File: src/rtl/pwm_fe_pkg.sv
package pwm_fe_pkg;
  localparam int unsigned DATA_W = 16;
  localparam logic [DATA_W-1:0] CTRL_KEEP  = 16'h0f8f;
  localparam logic [DATA_W-1:0] CYCLE_KEEP = 16'h0fff;
  localparam int unsigned IDX_CTRL  = 0;
  localparam int unsigned IDX_CYCLE = 1;
  localparam int unsigned IDX_PULSE = 2;
endpackage

File: src/rtl/pwm_fe_decode.sv
module pwm_fe_decode #(
  parameter int unsigned ADDR_W = 4,
  parameter int unsigned NCH    = 3
) (
  input  logic              bus_wr,
  input  logic [ADDR_W-1:0] bus_addr,
  input  logic [1:0]        bus_be,
  output logic              wr_ctrl,
  output logic              wr_cycle,
  output logic [NCH-1:0]    wr_hi,
  output logic [NCH-1:0]    wr_lo
);
  import pwm_fe_pkg::*;
  localparam int unsigned IW = ADDR_W - 1;

  logic [IW-1:0] widx;
  logic          unused_addr_lsb;

  assign widx            = bus_addr[ADDR_W-1:1];
  assign unused_addr_lsb = bus_addr[0];
  assign wr_ctrl  = bus_wr && (|bus_be) && (widx == IW'(IDX_CTRL));
  assign wr_cycle = bus_wr && (|bus_be) && (widx == IW'(IDX_CYCLE));

  for (genvar ch = 0; ch < NCH; ch++) begin : g_lane_sel
    logic hit;
    assign hit       = bus_wr && (widx == IW'(IDX_PULSE + ch));
    assign wr_hi[ch] = hit && bus_be[1];
    assign wr_lo[ch] = hit && bus_be[0];
  end
endmodule

File: src/rtl/pwm_fe_masked_reg.sv
module pwm_fe_masked_reg #(
  parameter int unsigned DW   = 16,
  parameter logic [DW-1:0] KEEP = '1
) (
  input  logic          clk,
  input  logic          rst_n,
  input  logic          wr,
  input  logic [1:0]    be,
  input  logic [DW-1:0] din,
  output logic [DW-1:0] q,
  output logic [DW-1:0] nxt
);
  localparam int unsigned HB = DW / 2;

  always_comb begin
    nxt = q;
    if (be[1]) nxt[DW-1:HB] = din[DW-1:HB] & KEEP[DW-1:HB];
    if (be[0]) nxt[HB-1:0]  = din[HB-1:0]  & KEEP[HB-1:0];
  end

  always_ff @(posedge clk) begin
    if (!rst_n)  q <= '0;
    else if (wr) q <= nxt;
  end
endmodule

File: src/rtl/pwm_fe_pulse_lane.sv
module pwm_fe_pulse_lane #(
  parameter int unsigned DW = 16
) (
  input  logic          clk,
  input  logic          rst_n,
  input  logic          wr_hi,
  input  logic          wr_lo,
  input  logic [DW-1:0] din,
  output logic          push,
  output logic [DW-1:0] word
);
  localparam int unsigned HB = DW / 2;
  logic [HB-1:0] hi_q;

  assign push = wr_lo;
  assign word = {(wr_hi ? din[DW-1:HB] : hi_q), din[HB-1:0]};

  always_ff @(posedge clk) begin
    if (!rst_n)     hi_q <= '0;
    else if (wr_lo) hi_q <= '0;
    else if (wr_hi) hi_q <= din[DW-1:HB];
  end
endmodule

File: src/rtl/pwm_wr_frontend.sv
module pwm_wr_frontend #(
  parameter int unsigned ADDR_W = 4,
  parameter int unsigned NCH    = 3
) (
  input  logic              clk,
  input  logic              rst_n,
  input  logic              bus_wr,
  input  logic              bus_rd,
  input  logic [ADDR_W-1:0] bus_addr,
  input  logic [1:0]        bus_be,
  input  logic [15:0]       bus_wdata,
  output logic              rd_valid,
  output logic [15:0]       rd_data,
  input  logic [NCH-1:0]    core_full,
  output logic              core_wr,
  output logic [ADDR_W-1:0] core_addr,
  output logic [15:0]       core_wdata
);
  import pwm_fe_pkg::*;
  localparam int unsigned IW = ADDR_W - 1;

  logic           wr_ctrl, wr_cycle;
  logic [NCH-1:0] wr_hi, wr_lo, lane_push;
  logic [15:0]    ctrl_q, ctrl_nxt, cycle_q, cycle_nxt;
  logic [15:0]    lane_word [NCH];

  pwm_fe_decode #(.ADDR_W(ADDR_W), .NCH(NCH)) u_dec (
    .bus_wr(bus_wr), .bus_addr(bus_addr), .bus_be(bus_be),
    .wr_ctrl(wr_ctrl), .wr_cycle(wr_cycle), .wr_hi(wr_hi), .wr_lo(wr_lo)
  );

  pwm_fe_masked_reg #(.DW(16), .KEEP(CTRL_KEEP)) u_ctrl (
    .clk(clk), .rst_n(rst_n), .wr(wr_ctrl), .be(bus_be), .din(bus_wdata),
    .q(ctrl_q), .nxt(ctrl_nxt)
  );

  pwm_fe_masked_reg #(.DW(16), .KEEP(CYCLE_KEEP)) u_cycle (
    .clk(clk), .rst_n(rst_n), .wr(wr_cycle), .be(bus_be), .din(bus_wdata),
    .q(cycle_q), .nxt(cycle_nxt)
  );

  for (genvar ch = 0; ch < NCH; ch++) begin : g_lane
    pwm_fe_pulse_lane #(.DW(16)) u_lane (
      .clk(clk), .rst_n(rst_n), .wr_hi(wr_hi[ch]), .wr_lo(wr_lo[ch]),
      .din(bus_wdata), .push(lane_push[ch]), .word(lane_word[ch])
    );
  end

  // Forward path: at most one source is active since one address is decoded.
  logic              fwd_wr;
  logic [ADDR_W-1:0] fwd_addr;
  logic [15:0]       fwd_data;

  always_comb begin
    fwd_wr   = 1'b0;
    fwd_addr = '0;
    fwd_data = '0;
    if (wr_ctrl) begin
      fwd_wr = 1'b1; fwd_addr = ADDR_W'(IDX_CTRL * 2); fwd_data = ctrl_nxt;
    end
    if (wr_cycle) begin
      fwd_wr = 1'b1; fwd_addr = ADDR_W'(IDX_CYCLE * 2); fwd_data = cycle_nxt;
    end
    for (int ch = 0; ch < NCH; ch++) begin
      if (lane_push[ch]) begin
        fwd_wr   = 1'b1;
        fwd_addr = ADDR_W'((IDX_PULSE + ch) * 2);
        fwd_data = lane_word[ch];
      end
    end
  end

  always_ff @(posedge clk) begin
    if (!rst_n) begin
      core_wr    <= 1'b0;
      core_addr  <= '0;
      core_wdata <= '0;
    end else begin
      core_wr <= fwd_wr;
      if (fwd_wr) begin
        core_addr  <= fwd_addr;
        core_wdata <= fwd_data;
      end
    end
  end

  // Read path
  logic [IW-1:0] rd_idx;
  logic [15:0]   rd_mux;
  assign rd_idx = bus_addr[ADDR_W-1:1];

  always_comb begin
    rd_mux = '0;
    if (rd_idx == IW'(IDX_CTRL))  rd_mux = ctrl_q;
    if (rd_idx == IW'(IDX_CYCLE)) rd_mux = cycle_q;
    for (int ch = 0; ch < NCH; ch++) begin
      if (rd_idx == IW'(IDX_PULSE + ch)) rd_mux = {core_full[ch], 15'b0};
    end
  end

  always_ff @(posedge clk) begin
    if (!rst_n) begin
      rd_valid <= 1'b0;
      rd_data  <= '0;
    end else begin
      rd_valid <= bus_rd;
      rd_data  <= bus_rd ? rd_mux : 16'h0000;
    end
  end
endmodule

File: config.mk
export PLATFORM = sky130hd
export DESIGN_NAME = pwm_wr_frontend
export DESIGN_NICKNAME = d
export VERILOG_FILES = /design/src/rtl/pwm_fe_pkg.sv /design/src/rtl/pwm_fe_decode.sv /design/src/rtl/pwm_fe_masked_reg.sv /design/src/rtl/pwm_fe_pulse_lane.sv /design/src/rtl/pwm_wr_frontend.sv
export SDC_FILE = /design/constraint.sdc
export NUM_CORES = 1
export LEC_CHECK = 0
export ABC_AREA = 1
export BUFFER_PORTS_ARGS = -buffer_cell sky130_fd_sc_hd__buf_2
export CAP_MARGIN = 20
export CORE_ASPECT_RATIO = 0.7
export CORE_MARGIN = 1.5
export CORE_UTILIZATION = 40
export DETAILED_ROUTE_END_ITERATION = 7
export GPL_ROUTABILITY_DRIVEN = 0
export GPL_TIMING_DRIVEN = 0
export PLACE_DENSITY = 0.63
export SYNTH_ARGS = -nofsm -noshare
export SYNTH_HDL_FRONTEND = slang
export SYNTH_HIERARCHICAL = 1
export SYNTH_SLANG_ARGS = --single-unit
File: constraint.sdc
create_clock -name clk -period 1.69 [get_ports clk]
set_input_delay 0.169 -clock clk [delete_from_list [all_inputs] [get_ports clk]]
set_output_delay 0.169 -clock clk [all_outputs]
set_load 0.05 [all_outputs]
=== After elaboration in Yosys (flattened, before gate mapping) ===
Index checks and enable logic that the tools add are counted.
Widths: inputs -> output; s select.

* RAM bits: 0
* Output and inout port bits: 38
* Memory bits (read-only): 0
* Input port bits: 29
* Memories: 0
* Latch bits: 0
* Word-level logic and storage cells: 62
* Flip-flop bits (word level): 94

* Multiplexer cells: 26
* Divide/modulo/power cells: 0
* Multiply operators: 0
* Order comparisons: 0
* Reduce and logical (&&, ||, !) cells: 19
* Equality and inequality tests: 4
* Bitwise logic cells: 2
* $add $sub $neg: 0
* Shifts and indexed selects: 0

{| class="wikitable"
|+ Operator list
! cell !! count
|-
| $mux 16 || 10
|-
| $mux 8 || 7
|-
| $logic_and 1x1->1 || 12
|-
| $mux 4 || 3
|-
| $reduce_or 2->1 || 4
|-
| $eq 3x2->1 const B || 2
|-
| $mux 1 || 5
|-
| $reduce_or 5->1 || 1
|-
| $eq 3x1->1 const B || 1
|-
| $eq 3x3->1 const B || 1
|-
| $logic_not 3->1 || 1
|-
| $mux 2 || 1
|-
| $not 1->1 || 2
|-
| $reduce_and 2->1 || 1
|}

=== Longest topological paths before layout ===
Gate-level depths: netlist of run 1.

* Depth after elaboration: 8
* Gate-level depth with buffers: 15
* Gate-level depth less buffers: 14

=== By module ===
The synthesis of run 1 kept the hierarchy.

{| class="wikitable"
|+ Modules (own cells, without submodules)
! module !! area each (µm²) !! instances !! cells each !! seq. area each (µm²)
|-
| pwm_wr_frontend || 2,273.4 || 1 || 385 || 740.7
|-
| pwm_fe_pulse_lane || 465.4 || 3 || 77 || 160.2
|-
| pwm_fe_masked_reg (u_cycle) || 807.0 || 1 || 134 || 320.3
|-
| pwm_fe_masked_reg (u_ctrl) || 794.5 || 1 || 120 || 320.3
|-
| pwm_fe_decode || 101.3 || 1 || 25 || 0.0
|}

=== Least setup slack after synthesis of run 1 ===
OpenSTA, ideal clock, no wires.

* Path type: input port to flip-flop
* Start point: input bus_addr[2]
* End point: register core_wdata[10]
* Required time: 1.577 ns
* Stages on the path: 13
* Library setup time: 0.113 ns
* Setup slack: 0.325 ns
* Buffers on the path: 3
* Arrival time: 1.252 ns
* Cells stage by stage: inv_1 > nor2_1 > nand2_1 > nor2_1 > buf_4 > buf_6 > nor2_8 > nand3_4 > nand2_4 > buf_6 > nor2_1 > nand2_1 > nand2_1

* Elaborated cells between the ends (all ways): 29

{| class="wikitable"
|+ RTL lines
! item !! line !! source
|-
| start: declaration || pwm_wr_frontend.sv:9 || <nowiki>input logic [ADDR_W-1:0] bus_addr,</nowiki>
|-
| $eq 3x2->1 (*) || pwm_fe_decode.sv:26 || <nowiki>assign hit = bus_wr && (widx == IW'(IDX_PULSE + ch));</nowiki>
|-
| $logic_and 1x1->1 (*) || pwm_fe_decode.sv:26 ||
|-
| $logic_and 1x1->1 (*) || pwm_fe_decode.sv:28 || <nowiki>assign wr_lo[ch] = hit && bus_be[0];</nowiki>
|-
| named net wr_lo[0] || pwm_wr_frontend.sv:23 || <nowiki>logic [NCH-1:0] wr_hi, wr_lo, lane_push;</nowiki>
|-
| $mux 16 / $mux 1 (equally long branches) (3 in series) || pwm_wr_frontend.sv:65 || <nowiki>if (lane_push[ch]) begin</nowiki>
|-
| end signal: assignment || pwm_wr_frontend.sv:82 || <nowiki>core_wdata <= fwd_data;</nowiki>
|-
| end: declaration || pwm_wr_frontend.sv:17 || <nowiki>output logic [15:0] core_wdata</nowiki>
|}

Mark *: on every way through the listed nets, which the timed path passes. The rest lies on a longest branch.
A chain may end at the register's enable or synchronous reset.

=== Final worst setup path of run 1 ===
* Start point: input bus_addr[3]
* End point: register core_wdata[10]

* Elaborated cells between the ends (all ways): 29

{| class="wikitable"
|+ RTL lines
! item !! line
|-
| $eq 3x2->1 (*) || pwm_fe_decode.sv:26
|-
| $logic_and 1x1->1 (*) || pwm_fe_decode.sv:26
|-
| $logic_and 1x1->1 (*) || pwm_fe_decode.sv:28
|-
| named net wr_lo[1] || pwm_wr_frontend.sv:23
|-
| $mux 16 / $mux 1 (equally long branches) (2 in series) || pwm_wr_frontend.sv:65
|}

Marked as above.

==> impl_metrics.yaml, run 1 <==
sta:
  rsz0062_at_grt: "false"
  final.period_utilization_pct: 89.0
  hold_violations: 0
  hold_slack_ns: 0.0665
  max_slew_margin_pct: 66.4
  tightestPinTransition_ns: 0.504
  clock_skew_ns: 0.00960
  fmax_mhz: 665
  slew_violations: 0
  finalSetupViolCount: 0
  period_minus_slack_ns: 1.50
  tns_ns: 0
worst_setup_path:
  crit_buf_inv: 5
  cp.arrival_ns: 1.74
  cp_cell_sequence: "buf_2 -> inv_1 -> nand2_1 -> nor3_1 -> buf_4 -> buf_4 -> nor2_8 -> buf_2 -> a21oi_1 -> nand2_1 -> nand2_1 -> nand2_1"
  endpoint_kind: "flip-flop"
  r2r_slack_ns: 0.60
  crit_end: "core_wdata[10]$_SDFFE_PN0P_"
  r2r_start: "u_ctrl/q[10]$_SDFFE_PN0P_"
  required_ns: 1.93
  critPathKind: "in2reg"
  crit_fanout: 10
  rr_worst_depth: 8
  slowest_delay_ns: 0.22
  crit_start: "bus_addr[3]"
  worstReg2RegEnd: "core_wdata[10]$_SDFFE_PN0P_"
  worstSetupPathDepth: 12
  worst_setup_path_start_kind: "input port"
  cp_slowest_cell: "nor3_1"
  cpMostUsedCell: "nand2_1"
  crit_family: "buffers and inverters"
synth:
  yosys.cell_count.top_type: "nand2_1"
  ys_types: 26
  ys_warn_count: 6
  synth-edff-count: 0
  synth_top_area_share_pct: 34.7
  ys_ff_latch: 93
  syn_inst: 895
  async_flop_share_pct: 0
  synth_common_cells: "337 x nand2_1, 136 x inv_1, 119 x nor2_1"
  syn_area_per_cell_um2: 6.00
  syn_nets: 924
  synth.largest_area_cell: "dfxtp_1"
  synth.area.top_cells: "dfxtp_1 35%, nand2_1 24%, inv_1 9.5%"
  synth_area_um2: 5370
  yosysSeqAreaShare_pct: 34.7
  synthFlopType: "dfxtp_1"
cts:
  cts_root_buf: "clkbuf_16"
  clock_sinks: 93
  clk_latency_ns: 0.35
  clk_path_buf_depth: 2
  clk_pin_slew_ns: 0.06
  cts_buffers: 9
  ctsHoldBuffers: 0
  cts_tree: "done"
  cts_max_level: 3
power:
  leakagePower_nw: 3.61
  power.total_mw: 4.84
  max-vdd-ir-drop_mv: 0.476
  power.density_nw_per_um2: 781
die:
  start_util_pct: 40.9
  coreArea_um2: 13100
  fp.dieW_um: 142
  dieArea_um2: 14100
  std_cell_rows: 35
  dieHeight_um: 100
  ios: 67
grt:
  gr-total-overflow: 0
  track_usage_pct: 20.6
  antenna_found_initial: 0
  grt_max_degree: 17
  grt_pass1_wl_um: 22800
  grt_pass1_vias: 4797
drt:
  postRouteAntennaNets: 0
  wl_per_cell_um: 12.0
  drt-total-wl_um: 13700
  dr_total_vias: 5195
  drt_iter0_markers: 262
  via_per_inst: 4.55
  dr.pass1.iters: 5
  route.detailed.drc: 0
cells_and_area:
  drive_gt1_share_pct: 17.4
  num_antenna_cells: 0
  finalNetCount: 999
  area_growth_pct: 15.4
run:
  maxCapViolations: 0
min_path:
  hold_class: "in2reg"
place:
  dp_hpwl_um: 10700
  port_buffers: 64
status:
  outcome: "finished clean"
worst min-delay path by stage:
| stage | start | endpoint | slack, ns | cells after the start |
|---|---|---|---|---|
| after floorplan | bus_rd | rd_valid$_SDFF_PN0_ | 0.31 | 2 |
| after global placement | bus_rd | rd_valid$_SDFF_PN0_ | 0.41 | 3 |
| after detailed placement | bus_rd | rd_valid$_SDFF_PN0_ | 0.42 | 3 |
| after CTS | bus_rd | rd_valid$_SDFF_PN0_ | 0.06 | 3 |
| after global routing | bus_rd | rd_valid$_SDFF_PN0_ | 0.1 | 3 |
| final | bus_rd | rd_valid$_SDFF_PN0_ | 0.07 | 3 |
worst min-delay path, delay by kind of cell:
family / cells / cell delay, ns
buffers and inverters: 2 / 0.15
AND/OR/NAND/NOR: 1 / 0.04
state kept, by name (all words and copies together) (netlist names):
signal	flops
core_addr	3
core_wdata	16
core_wr	1
g_lane.u_lane/hi_q	24
rd_data	16
rd_valid	1
u_ctrl/q	16
u_cycle/q	16
cell type report:
cell class                 count  area [um2]
clock buffer                   9         225
inverter                     145         552
fill                        1419        6940
clock inverter                 7        73.8
multi-input combinational    592        2490
buffer                        65         465
sequential                    93        1860
tap                          166         208
timing repair buffer          64         320
per-stage QoR:
stage               area (um2)  setup slack (ns)  instances  utilization [%]
floorplan                 5370             0.325        895                -
global placement          5900            -0.200       1125             44.9
detailed placement        5900            -0.177       1125             44.9
CTS                       6200             0.175       1141             47.2
global route              6200            0.0123       1141             47.2
finish                    6200             0.187       1141             47.2
cell usage in the layout (no fill, tap or decap), drive strengths merged:
cell type	n
nand2	340
clkinv	4
inv	146
nor2	127
nor3	13
clkbuf	11
nor3b	1
dfxtp	93
buf	127
conb	1
clkinvlp	1
nand4	1
a21oi	34
o21ai	18
bufinv	1
nand3	57
metal layers:
metal	up-vias	global-route usage, %	part of all wire (%)
met5	-	0	0
met4	0	6.26	1.6
met3	23	3.86	5.1
met2	124	31.5	40
met1	2275	29.3	53
li1	2773	-	-
repair_timing:
| action | 4_1_cts | 5_1_grt |
|---|---|---|
| endpoints found under the hold margin | 0 | 0 |
| gates resized for setup | 0 | 2 |
| setup buffers | 0 | 0 |
| setup endpoints to repair | 0 | 2 |
where the power goes:
group          switching [mW]  internal (mW)
registers              0.0145           2.23
clock network           0.885           1.15
logic                   0.373          0.188
total                    1.27           3.57
logic make-up (layout without fill, tap and decap cells):
family / Yosys count / count (layout) / share of synthesized area (%)
AOI/OAI and AO/OA: 52 / 52 / 4.84
DFF: 93 / 93 / 34.7
other: 1 / 1 / 0.0698
and+or+nand+nor: 539 / 539 / 41.5
buffers and inverters: 210 / 290 / 18.9
Note: power is estimated with default switching activity, not from simulation.
==> run 2, diff against run 1 <==
--- a/config.mk
+++ b/config.mk
@@ -11,10 +11,11 @@
 export CORE_ASPECT_RATIO = 0.7
 export CORE_MARGIN = 1.5
 export CORE_UTILIZATION = 40
+export CTS_BUF_LIST = sky130_fd_sc_hd__clkbuf_8
 export DETAILED_ROUTE_END_ITERATION = 7
 export GPL_ROUTABILITY_DRIVEN = 0
 export GPL_TIMING_DRIVEN = 0
-export PLACE_DENSITY = 0.63
+export PLACE_DENSITY = 0.64
 export SYNTH_ARGS = -nofsm -noshare
 export SYNTH_HDL_FRONTEND = slang
 export SYNTH_HIERARCHICAL = 1
==> run 2 against run 1 <==
  * Worst hold slack lost 0.037 ns
  * Highest routed layer unchanged
  * First-iteration DRC count is 19% lower
  * Final area decreased by 1.9%
  * Largest cell class unchanged
  * Clock skew is 0.0016 ns higher
  * Sequential share of layout area rose by 0.57 points
  * Register-to-register slack worse by 0.02 ns
  * Critical path depth unchanged
  * Combinational power about the same
  * Clock-buffer cell count grew 2
  * Routed wire length shrank 1.3%
  * Maximum frequency is 2.6% higher
  * Core utilization down 0.88 points
==> impl_metrics.yaml, run 2 (synthesis gave the netlist of run 1 again) <==
place:
  port_buffers: 64
  dp_hpwl_um: 10700
grt:
  grt_pass1_vias: 4768
  track_usage_pct: 20.4
  gr-total-overflow: 0
  grt_util_met2_pct: 31.9
  top_usage_layer: "met2"
  use_met3_pct: 3.58
  antenna_found_initial: 0
  grt_max_degree: 16
  grt_pass1_wl_um: 22700
  use_met1_pct: 29.4
sta:
  rsz0062_at_grt: "false"
  period_minus_slack_ns: 1.46
  clock_skew_ns: 0.0112
  hold_slack_ns: 0.0297
  final.period_utilization_pct: 86.7
  finalSetupViolCount: 0
  hold_violations: 0
  slew_violations: 0
  fmax_mhz: 683
cells_and_area:
  regMostFlops: "g_lane.u_lane/hi_q"
  fillerInstances: 1431
  layout_commonest_cell: "nand2_1"
  final_util_pct: 46.3
  finalNetCount: 999
  largest_reg_flops: 24
  layout_common_cells: "337 x nand2_1, 136 x inv_1, 119 x nor2_1"
  area_growth_pct: 13.3
  drive_gt1_share_pct: 17.3
  num_antenna_cells: 0
cts:
  clk_path_buf_depth: 2
  cts_tree: "done"
  clock_sinks: 93
  cts_root_buf: "clkbuf_8"
  ctsHoldBuffers: 0
  cts_buffers: 9
  postCtsSetupRepairBufs: 0
  clk_pin_slew_ns: 0.09
  cts_max_level: 3
  clk_latency_ns: 0.38
  cts_resized: 0
min_path:
  hold_class: "in2reg"
worst_setup_path:
  crit_buf_inv: 5
  slowest_delay_ns: 0.24
  crit_family: "buffers and inverters"
  r2r_slack_ns: 0.58
  crit_fanout: 10
  worst_setup_path_start_kind: "input port"
  cpMostUsedCell: "nand2_1"
  required_ns: 1.96
  cp_slowest_cell: "nor3_1"
  cp.arrival_ns: 1.74
  endpoint_kind: "flip-flop"
  cp_cell_sequence: "buf_2 -> inv_1 -> nand2_1 -> nor3_1 -> buf_4 -> buf_4 -> nor2_8 -> buf_2 -> a21oi_1 -> nand2_1 -> nand2_1 -> nand2_1"
  critPathKind: "in2reg"
status:
  outcome: "finished clean"
power:
  power.density_nw_per_um2: 693
  max-vdd-ir-drop_mv: 0.344
  leakagePower_nw: 3.55
die:
  coreArea_um2: 13100
  dieArea_um2: 14100
  start_util_pct: 40.9
  fp.dieW_um: 142
  dieHeight_um: 100
  std_cell_rows: 35
  ios: 67
run:
  maxCapViolations: 0
drt:
  via_per_inst: 4.53
  wl_per_cell_um: 11.8
  dr_total_vias: 5166
  dr.pass1.iters: 5
  route.detailed.drc: 0
  postRouteAntennaNets: 0
  drt_iter0_markers: 213
  drt-total-wl_um: 13500
-- run 2: changes by cell type in the layout (fill, tap and decap cells not counted), sizes merged --
cell and change:
bufinv -1, inv -1, clkbuf +2, clkinvlp +1
clkinv -1
-- run 2: tightest hold or removal path, delay by kind of cell --
| kind | cells | cell delay [ns] |
|---|---|---|
| buffers and inverters | 2 | 0.16 |
| AND/OR/NAND/NOR | 1 | 0.04 |
-- run 2: where the power goes --
part / total (mW) / internal (mW) / switching, mW
clock network: 1.42 / 0.615 / 0.804
logic: 0.559 / 0.188 / 0.371
registers: 2.24 / 2.22 / 0.0147
-- run 2: cell type report --
class | instances | area (um2) | share of cell area [%]
repair buffers | 64 | 320 | 5.26
clock inverters | 5 | 33.8 | 0.555
flip-flops and latches | 93 | 1860 | 30.6
multi-input cells | 592 | 2490 | 41.0
inverters | 145 | 552 | 9.07
plain buffers | 65 | 464 | 7.63
well taps | 166 | 208 | 3.41
clock buffers | 11 | 151 | 2.49
-- run 2: worst paths after layout --
kind                                             startpoint                     endpoint  cells past startpoint
worst max register to register     u_ctrl/q[9]$_SDFFE_PN0P_   core_wdata[9]$_SDFFE_PN0P_                      8
worst min-delay path                                 bus_rd          rd_valid$_SDFF_PN0_                      3
worst min register to register  core_wdata[13]$_SDFFE_PN0P_  core_wdata[13]$_SDFFE_PN0P_                      2
worst max-delay path                            bus_addr[3]  core_wdata[10]$_SDFFE_PN0P_                     12
-- run 2: metal layers --
metal	wire length (um)	vias to the layer above	share of wire [%]
li1	-	2781	-
met3	662	9	4.9
met2	5560	102	41
met1	7190	2274	53
met4	96	0	0.71
met5	0	-	0
-- run 2: per-stage QoR --
step / cell area [um2] / setup TNS, ns / cells / setup WS (ns) / power, mW
2_1_floorplan: 5370 / 0 / 895 / 0.325 / 2.68
6_report: 6090 / 0 / 1141 / 0.225 / 4.22
3_5_place_dp: 5900 / -1.42 / 1125 / -0.166 / 2.85
3_3_place_gp: 5900 / -1.31 / 1125 / -0.151 / 2.84
5_1_grt: 6090 / 0 / 1141 / 0.0224 / 4.41
4_1_cts: 6090 / 0 / 1141 / 0.227 / 4.26
